File: src/rtl/uart_cts_pkg.sv
package uart_cts_pkg;

   // Synchronized clear-to-send levels (input is active low)
   typedef enum logic {
      LINE_CLEAR = 1'b0,
      LINE_HOLD  = 1'b1
   } cts_lvl_e;

   // Bits per frame: start + data + stop
   function automatic int unsigned frame_bits(input int unsigned data_w);
      return data_w + 2;
   endfunction

endpackage

File: src/rtl/uart_cts_sync.sv
module uart_cts_sync #(
   parameter int unsigned STAGES = 2
) (
   input  logic clk,
   input  logic rst_n,
   input  logic async_n,
   output logic level,
   output logic toggled
);
   if (STAGES < 2) begin : g_bad_stages
      $error("uart_cts_sync: STAGES must be at least 2");
   end

   logic [STAGES-1:0] chain;
   logic              prev;

   always_ff @(posedge clk or negedge rst_n) begin
      if (!rst_n) begin
         chain <= '1;
         prev  <= 1'b1;
      end else begin
         chain <= {chain[STAGES-2:0], async_n};
         prev  <= chain[STAGES-1];
      end
   end

   assign level   = chain[STAGES-1];
   assign toggled = chain[STAGES-1] ^ prev;
endmodule

File: src/rtl/uart_tx_hold.sv
module uart_tx_hold #(
   parameter int unsigned DATA_W = 8,
   parameter int unsigned DEPTH  = 1
) (
   input  logic              clk,
   input  logic              rst_n,
   input  logic              wr_valid,
   input  logic [DATA_W-1:0] wr_data,
   output logic              wr_ready,
   output logic              rd_avail,
   output logic [DATA_W-1:0] rd_data,
   input  logic              rd_take
);
   if (DEPTH < 1) begin : g_bad_depth
      $error("uart_tx_hold: DEPTH must be at least 1");
   end

   if (DEPTH == 1) begin : g_reg
      logic              full;
      logic [DATA_W-1:0] store;

      always_ff @(posedge clk or negedge rst_n) begin
         if (!rst_n) begin
            full  <= 1'b0;
            store <= '0;
         end else if (rd_take) begin
            full <= 1'b0;
         end else if (wr_valid && !full) begin
            full  <= 1'b1;
            store <= wr_data;
         end
      end

      assign wr_ready = !full;
      assign rd_avail = full;
      assign rd_data  = store;
   end else begin : g_fifo
      localparam int unsigned AW = $clog2(DEPTH);
      localparam int unsigned CW = $clog2(DEPTH + 1);

      logic [DATA_W-1:0] mem [DEPTH];
      logic [AW-1:0]     wp, rp;
      logic [CW-1:0]     cnt;
      logic              push, pop;

      assign push = wr_valid && wr_ready;
      assign pop  = rd_take && rd_avail;

      always_ff @(posedge clk or negedge rst_n) begin
         if (!rst_n) begin
            wp  <= '0;
            rp  <= '0;
            cnt <= '0;
         end else begin
            if (push) wp <= (wp == AW'(DEPTH - 1)) ? '0 : wp + 1'b1;
            if (pop)  rp <= (rp == AW'(DEPTH - 1)) ? '0 : rp + 1'b1;
            if (push && !pop)      cnt <= cnt + 1'b1;
            else if (pop && !push) cnt <= cnt - 1'b1;
         end
      end

      always_ff @(posedge clk) begin
         if (push) mem[wp] <= wr_data;
      end

      assign wr_ready = (cnt != CW'(DEPTH));
      assign rd_avail = (cnt != '0);
      assign rd_data  = mem[rp];
   end
endmodule

File: src/rtl/uart_tx_shift.sv
module uart_tx_shift
   import uart_cts_pkg::*;
#(
   parameter int unsigned DATA_W = 8
) (
   input  logic              clk,
   input  logic              rst_n,
   input  logic              baud_tick,
   input  logic              permit,
   input  logic              avail,
   input  logic [DATA_W-1:0] data,
   output logic              take,
   output logic              active,
   output logic              txd
);
   localparam int unsigned FL = frame_bits(DATA_W);
   localparam int unsigned CW = $clog2(FL + 1);

   logic [FL-1:0] sh;
   logic [CW-1:0] left;
   logic          at_boundary;

   assign at_boundary = (left <= CW'(1));
   assign take        = baud_tick && at_boundary && avail && permit;

   always_ff @(posedge clk or negedge rst_n) begin
      if (!rst_n) begin
         sh   <= '1;
         left <= '0;
      end else if (baud_tick) begin
         if (at_boundary) begin
            if (avail && permit) begin
               sh   <= {1'b1, data, 1'b0};
               left <= CW'(FL);
            end else begin
               sh   <= '1;
               left <= '0;
            end
         end else begin
            sh   <= {1'b1, sh[FL-1:1]};
            left <= left - 1'b1;
         end
      end
   end

   assign active = (left != '0);
   assign txd    = active ? sh[0] : 1'b1;
endmodule

File: src/rtl/uart_cts_tx.sv
module uart_cts_tx
   import uart_cts_pkg::*;
#(
   parameter int unsigned DATA_W      = 8,
   parameter int unsigned BUF_DEPTH   = 1,
   parameter int unsigned SYNC_STAGES = 2
) (
   input  logic              clk,
   input  logic              rst_n,
   input  logic              baud_tick,
   input  logic              cfg_flow_en,
   input  logic              cfg_irq_en,
   input  logic [DATA_W-1:0] in_data,
   input  logic              in_valid,
   output logic              in_ready,
   input  logic              cts_n,
   input  logic              flag_clr,
   output logic              cts_flag,
   output logic              irq,
   output logic              txd
);
   if (DATA_W < 5 || DATA_W > 9) begin : g_bad_width
      $error("uart_cts_tx: DATA_W must be between 5 and 9");
   end

   logic              cts_lvl;
   logic              cts_chg;
   logic              hold_avail;
   logic              hold_take;
   logic [DATA_W-1:0] hold_data;
   logic              tx_permit;
   logic              tx_active;
   logic              flag_q;

   uart_cts_sync #(.STAGES(SYNC_STAGES)) u_sync (
      .clk     (clk),
      .rst_n   (rst_n),
      .async_n (cts_n),
      .level   (cts_lvl),
      .toggled (cts_chg)
   );

   uart_tx_hold #(.DATA_W(DATA_W), .DEPTH(BUF_DEPTH)) u_hold (
      .clk      (clk),
      .rst_n    (rst_n),
      .wr_valid (in_valid),
      .wr_data  (in_data),
      .wr_ready (in_ready),
      .rd_avail (hold_avail),
      .rd_data  (hold_data),
      .rd_take  (hold_take)
   );

   assign tx_permit = !cfg_flow_en || (cts_lvl == LINE_CLEAR);

   uart_tx_shift #(.DATA_W(DATA_W)) u_shift (
      .clk       (clk),
      .rst_n     (rst_n),
      .baud_tick (baud_tick),
      .permit    (tx_permit),
      .avail     (hold_avail),
      .data      (hold_data),
      .take      (hold_take),
      .active    (tx_active),
      .txd       (txd)
   );

   // Sticky change flag: a detected change wins over a clear
   always_ff @(posedge clk or negedge rst_n) begin
      if (!rst_n)                     flag_q <= 1'b0;
      else if (cfg_flow_en && cts_chg) flag_q <= 1'b1;
      else if (flag_clr)              flag_q <= 1'b0;
   end

   assign cts_flag = flag_q;
   assign irq      = flag_q && cfg_irq_en;
endmodule

File: config.mk
export PLATFORM = sky130hd
export DESIGN_NAME = uart_cts_tx
export DESIGN_NICKNAME = d
export VERILOG_FILES = /design/src/rtl/uart_cts_pkg.sv /design/src/rtl/uart_cts_sync.sv /design/src/rtl/uart_tx_hold.sv /design/src/rtl/uart_tx_shift.sv /design/src/rtl/uart_cts_tx.sv
export SDC_FILE = /design/constraint.sdc
export NUM_CORES = 1
export LEC_CHECK = 0
export BUFFER_PORTS_ARGS = -buffer_cell sky130_fd_sc_hd__buf_2
export CAP_MARGIN = 25
export CORE_ASPECT_RATIO = 0.7
export CORE_MARGIN = 4
export CORE_UTILIZATION = 53
export CTS_CLUSTER_DIAMETER = 80
export DETAILED_ROUTE_END_ITERATION = 7
export PLACE_DENSITY = 0.76
export SLEW_MARGIN = 20
export SYNTH_ARGS = -nofsm -noshare
export SYNTH_HDL_FRONTEND = slang
export SYNTH_SLANG_ARGS = --single-unit
File: constraint.sdc
create_clock -name clk -period 1.9 [get_ports clk]
set_input_delay 0.38 -clock clk [delete_from_list [all_inputs] [get_ports clk]]
set_output_delay 0.38 -clock clk [all_outputs]
set_load 0.01 [all_outputs]
### Word level (Yosys, flattened, before mapping)

Cells that the tools add are included.
W data, S select, Z words.

* input port bits: 16
* register bits: 27
* memory bits (writable): 0
* word-level logic and storage cells: 35
* bits in latches: 0
* memories: 0
* memory bits (read-only): 0
* output and inout bits: 4

* eq/ne operators: 0
* reduce and logical (&&, ||, !) cells: 14
* bitwise gates (word level): 3
* div/mod/pow operators: 0
* shifts and indexed selects: 0
* add/sub/neg operators: 1
* multipliers: 0
* muxes and demuxes: 9
* $lt $le $gt $ge: 1

Operators with widths (count)
* $mux W9: 2
* $mux W4: 2
* $logic_and A1 B1 Y1: 7
* $mux W1: 5
* $le A4 B1 Y1 const B: 1
* $reduce_bool A2 Y1: 2
* $reduce_bool A4 Y1: 1
* $sub A4 B1 Y4 const B: 1
* $logic_not A1 Y1: 2
* $not A1 Y1: 2
* $reduce_and A2 Y1: 1
* $logic_or A1 B1 Y1: 1
* $xor A1 B1 Y1: 1

### Logic depth before layout (Yosys ltp)

* depth after elaboration: 6
* mapped depth: 6
* gate-level depth less buffers: 5

### Hierarchy

Synthesis repeated with hierarchy kept, for this count alone.

* cells, all modules: 86
* area total of the unflattened synthesis: 1196.1 sq um

Modules (own cells, without submodules)
* uart_tx_shift: cells each 55, seq. area each 336.6 sq um, area an instance 710.7 sq um, times used 1
* uart_tx_hold: cells each 21, seq. area each 225.2 sq um, area an instance 345.3 sq um, times used 1
* uart_cts_sync: cells each 4, seq. area each 78.8 sq um, area an instance 87.6 sq um, times used 1
* uart_cts_tx: cells each 6, seq. area each 25.0 sq um, area an instance 52.6 sq um, times used 1

### Least setup slack after synthesis

OpenSTA, ideal clock, no wires.

* path type: register to register
* from: register u_shift.left[0]
* to: register u_shift.left[1]
* path buffers: 1
* arrival time: 1.404 ns
* slack: 0.414 ns
* cell stages (with the launch flop): 7
* setup time: 0.082 ns
* period minus slack after synthesis: 1.486 ns
* data required time: 1.818 ns
* cells stage by stage: dfrtp_1 > inv_1 > ha_1 > or2_2 > buf_1 > a21o_1 > a31oi_1

* longest elaborated chain between the ends: 2
* elaborated cells on any way between the ends: 3
* classes of those cells: 1 x add/sub; 1 x order compare; 1 x mux

Ends and longest elaborated chain
* start, declared: RTL line uart_tx_shift.sv:20 `logic [CW-1:0] left;`
* start signal, assigned: RTL line uart_tx_shift.sv:34 `left <= CW'(FL);`
* start signal, assigned: RTL line uart_tx_shift.sv:41 `left <= left - 1'b1;`
* $sub A4 B1 Y4 or $le A4 B1 Y1 (tied branches): RTL line uart_tx_shift.sv:41, uart_tx_shift.sv:23
* $mux W4 *: RTL line uart_tx_shift.sv:31 `if (at_boundary) begin`

Every way passes the cells marked *; elsewhere a longest branch is shown, timed or not.
A chain may end at the register's enable or synchronous reset.

### Worst setup path after layout

* from: register u_shift.left[0]
* to: output txd

* longest elaborated chain between the ends: 2

Ends and longest elaborated chain
* $reduce_bool A4 Y1: RTL line uart_tx_shift.sv:46 `assign active = (left != '0);`
* $mux W1: RTL line uart_tx_shift.sv:47 `assign txd = active ? sh[0] : 1'b1;`
* end, declared: RTL line uart_cts_tx.sv:20 `output logic txd`

No other way between the ends.

==> reports/metrics.yaml <==
floorplan:
  ioPinCount: 20
  die_h_um: 47.83
  die_area_um2: 3104
  die_w_um: 64.90
  core_region_area_um2: 2155
  num_rows: 14
  floorplan.initialDensity_pct: 55.75
yosys:
  ys_ff_latch: 26
  yosysSeqAreaShare_pct: 55.42
  synth_area_um2: 1201
  ys_types: 26
  syn_area_per_cell_um2: 10.72
  yosys.area.top_type: "dfrtp_1"
  synth_area_leaders: "dfrtp_1, dfstp_2, mux2_2"
  ys_warn_count: 0
  netlist_instances: 112
  synth_top_area_share_pct: 29.17
  synth_nets: 131
global_routing:
  globalRouteOverflowTotal: 0
  busiest_layer: "met2"
  grt_pass1_wl_mm: 3.891
  grtUsageMet1_pct: 23.40
  grt_util_met2_pct: 28.25
  grt_pass1_vias: 835
  track_usage_pct: 17.13
  use_met3_pct: 5.164
  grt_start_max_net_pins: 27
  antenna_found_initial: 0
setup_path:
  cp_max_fo: 3
  end_kind: "primary output"
  criticalPathCategory: "reg -> out"
  worst_ep_required_time_ns: 1.52
  startpoint_type: "register"
  cp.arrival_ns: 1.28
final_layout:
  layout_common_cells: "buf_2, dfrtp_1, nand2_1, dfstp_2, a21oi_1"
  nFillCells: 182
  final_common_cell: "buf_2"
  drive_gt1_share_pct: 36.36
  area_growth_pct: 13.65
  diodes: 0
  fin_nets: 152
clocking:
  path_clk_slew_ns: 0.14
  clk_path_buf_depth: 2
  root_buffer: "clkbuf_4"
  cts_sinks: 26
  cts_max_level: 1
  hold_buffers: 0
  cts_made_buffers: 3
  clock_latency_ns: 0.32
  cts_tree: "done"
  post_cts_buffers: 0
  cts_resized: 0
timing:
  worst_slack_ns: 0.2350
  fmax_mhz: 600.6
  timing.hold.ws_ns: 0.01794
  finalCriticalPeriod_ns: 1.665
  slew_headroom_pct: 63.40
  drv_slew: 0
  rsz0062_at_grt: "no"
  period_share_pct: 87.63
  finalSetupTns_ns: 0
  tightest_slew_ns: 0.5490
  fin_skew_ns: 0.008233
  setup_violations: 0
  final_hold_viol_count: 0
pwr:
  p_int_w: 0.001214
  irDropWorstVdd_v: 0.0005872
  leakagePower_nw: 0.6173
  p_sw_share_pct: 34.37
  power.density_nw_per_um2: 1355
  comb_power_share_pct: 34.4
  power_switching_w: 0.0006359
  power.clock.fraction_pct: 14.9
  p_seq_share_pct: 50.7
route:
  wirelength_mm: 2.275
  route.detailed.drc: 0
  wl_per_cell_um: 13.87
  viasPerCell: 5.183
  vias: 850
  first_pass_iters: 4
  drt_iter0_markers: 44
  ant_nets: 0
placement:
  gp_congestion: 0.7997
  dp.final_hpwl_mm: 1.692
  place_ws_ns: 0.3797
  port_buffers: 19
run_status:
  status: "completed"
min_path:
  hp-class: "in -> async"
run:
  drv_cap: 0
[power by group through the flow]
stage	clock [W]	sequential, W	combinational, W
final	0.000276	0.000938	0.000636
after global routing	0.000309	0.000967	0.000710
after CTS	0.000279	0.000936	0.000633
after global placement	0	0.000942	0.000610
after detailed placement	0	0.000946	0.000628
after floorplan	0	0.000901	0.000495
[per-stage QoR]
| stage | std cells | total power [W] | instance area (µm²) | utilization (%) |
|---|---|---|---|---|
| after CTS | 164 | 0.001849 | 1365 | 63.36 |
| after global routing | 164 | 0.001986 | 1365 | 63.36 |
| final | 164 | 0.001850 | 1365 | 63.36 |
| after global placement | 160 | 0.001552 | 1329 | 61.67 |
| after floorplan | 112 | 0.001396 | 1201 | - |
| after detailed placement | 160 | 0.001574 | 1329 | 61.67 |
[Yosys cell counts, drive strengths merged]
| library cell | number |
|---|---|
| a21oi | 9 |
| and2 | 1 |
| or3 | 1 |
| nor3 | 3 |
| xor2 | 1 |
| inv | 6 |
| dfstp | 12 |
| a21bo | 1 |
| buf | 3 |
| mux2i | 2 |
| ha | 3 |
| or2 | 2 |
| o31ai | 8 |
| dfrtp | 14 |
| nor4 | 7 |
| mux2 | 7 |
| clkbuf | 3 |
| nand2b | 1 |
| nor2b | 1 |
| nand2 | 12 |
| o21ai | 4 |
| a31oi | 3 |
| nor2 | 6 |
| a21o | 2 |
[layout make-up]
| class | instances | area [µm²] | share of cell area (%) |
|---|---|---|---|
| multi-input combinational | 74 | 483.0 | 35.38 |
| inverter | 6 | 22.52 | 1.650 |
| tap | 32 | 40.04 | 2.933 |
| timing repair buffer | 22 | 117.6 | 8.616 |
| sequential | 26 | 665.6 | 48.76 |
| clock buffer | 4 | 36.28 | 2.658 |
[logic make-up (layout without fill, tap and decap cells)]
family                     count (synthesis)  count (layout)  share of synthesized area [%]
AOI/OAI and AO/OA                         27              27                          14.06
muxes                                      9               9                          8.230
and+or+nand+nor                           34              34                          14.06
xor gates and xnor gates                   1               1                         0.7293
adders and majority gates                  3               3                          3.125
buffers and inverters                     12              32                          4.375
DFF                                       26              26                          55.42
[path summary, 6_finish.rpt]
| path | startpoint | endpoint | slack (ns) | cells after the start |
|---|---|---|---|---|
| max | u_shift.left[0]$_DFFE_PN0P_ | txd | 0.24 | 4 |
| min | rst_n | u_shift.left[1]$_DFFE_PN0P_ | 0.02 | 1 |
| max reg2reg | u_shift.left[0]$_DFFE_PN0P_ | u_shift.sh[7]$_DFFE_PN1P_ | 0.35 | 6 |
| min reg2reg | u_sync.chain[0]$_DFF_PN1_ | u_sync.chain[1]$_DFF_PN1_ | 0.37 | 0 |
| max in group asynchronous | rst_n | u_sync.prev$_DFF_PN1_ | 1.50 | 1 |
| min in group clk | cts_n | u_sync.chain[0]$_DFF_PN1_ | 0.15 | 1 |
[sequential cells by signal, summed over array words and instances (netlist names)]
name and cells:
u_sync.chain 2, u_hold.rd_avail 1, u_sync.prev 1, cts_flag 1
u_shift.left 4, u_shift.sh 9, u_hold.rd_data 8
[worst max-delay path: stages, from the launching register on]
cell and delay [ns]:
dfrtp_1 0.39, inv_1 0.09, ha_1 0.21, a21o_1 0.15
buf_2 0.13
[per-layer routing]
metal	part of all wire, %	vias up
li1	-	435
met1	51	392
met2	43	21
met3	5.5	2
met4	0.57	0
met5	0	-
(Power assumes the default switching activity.)
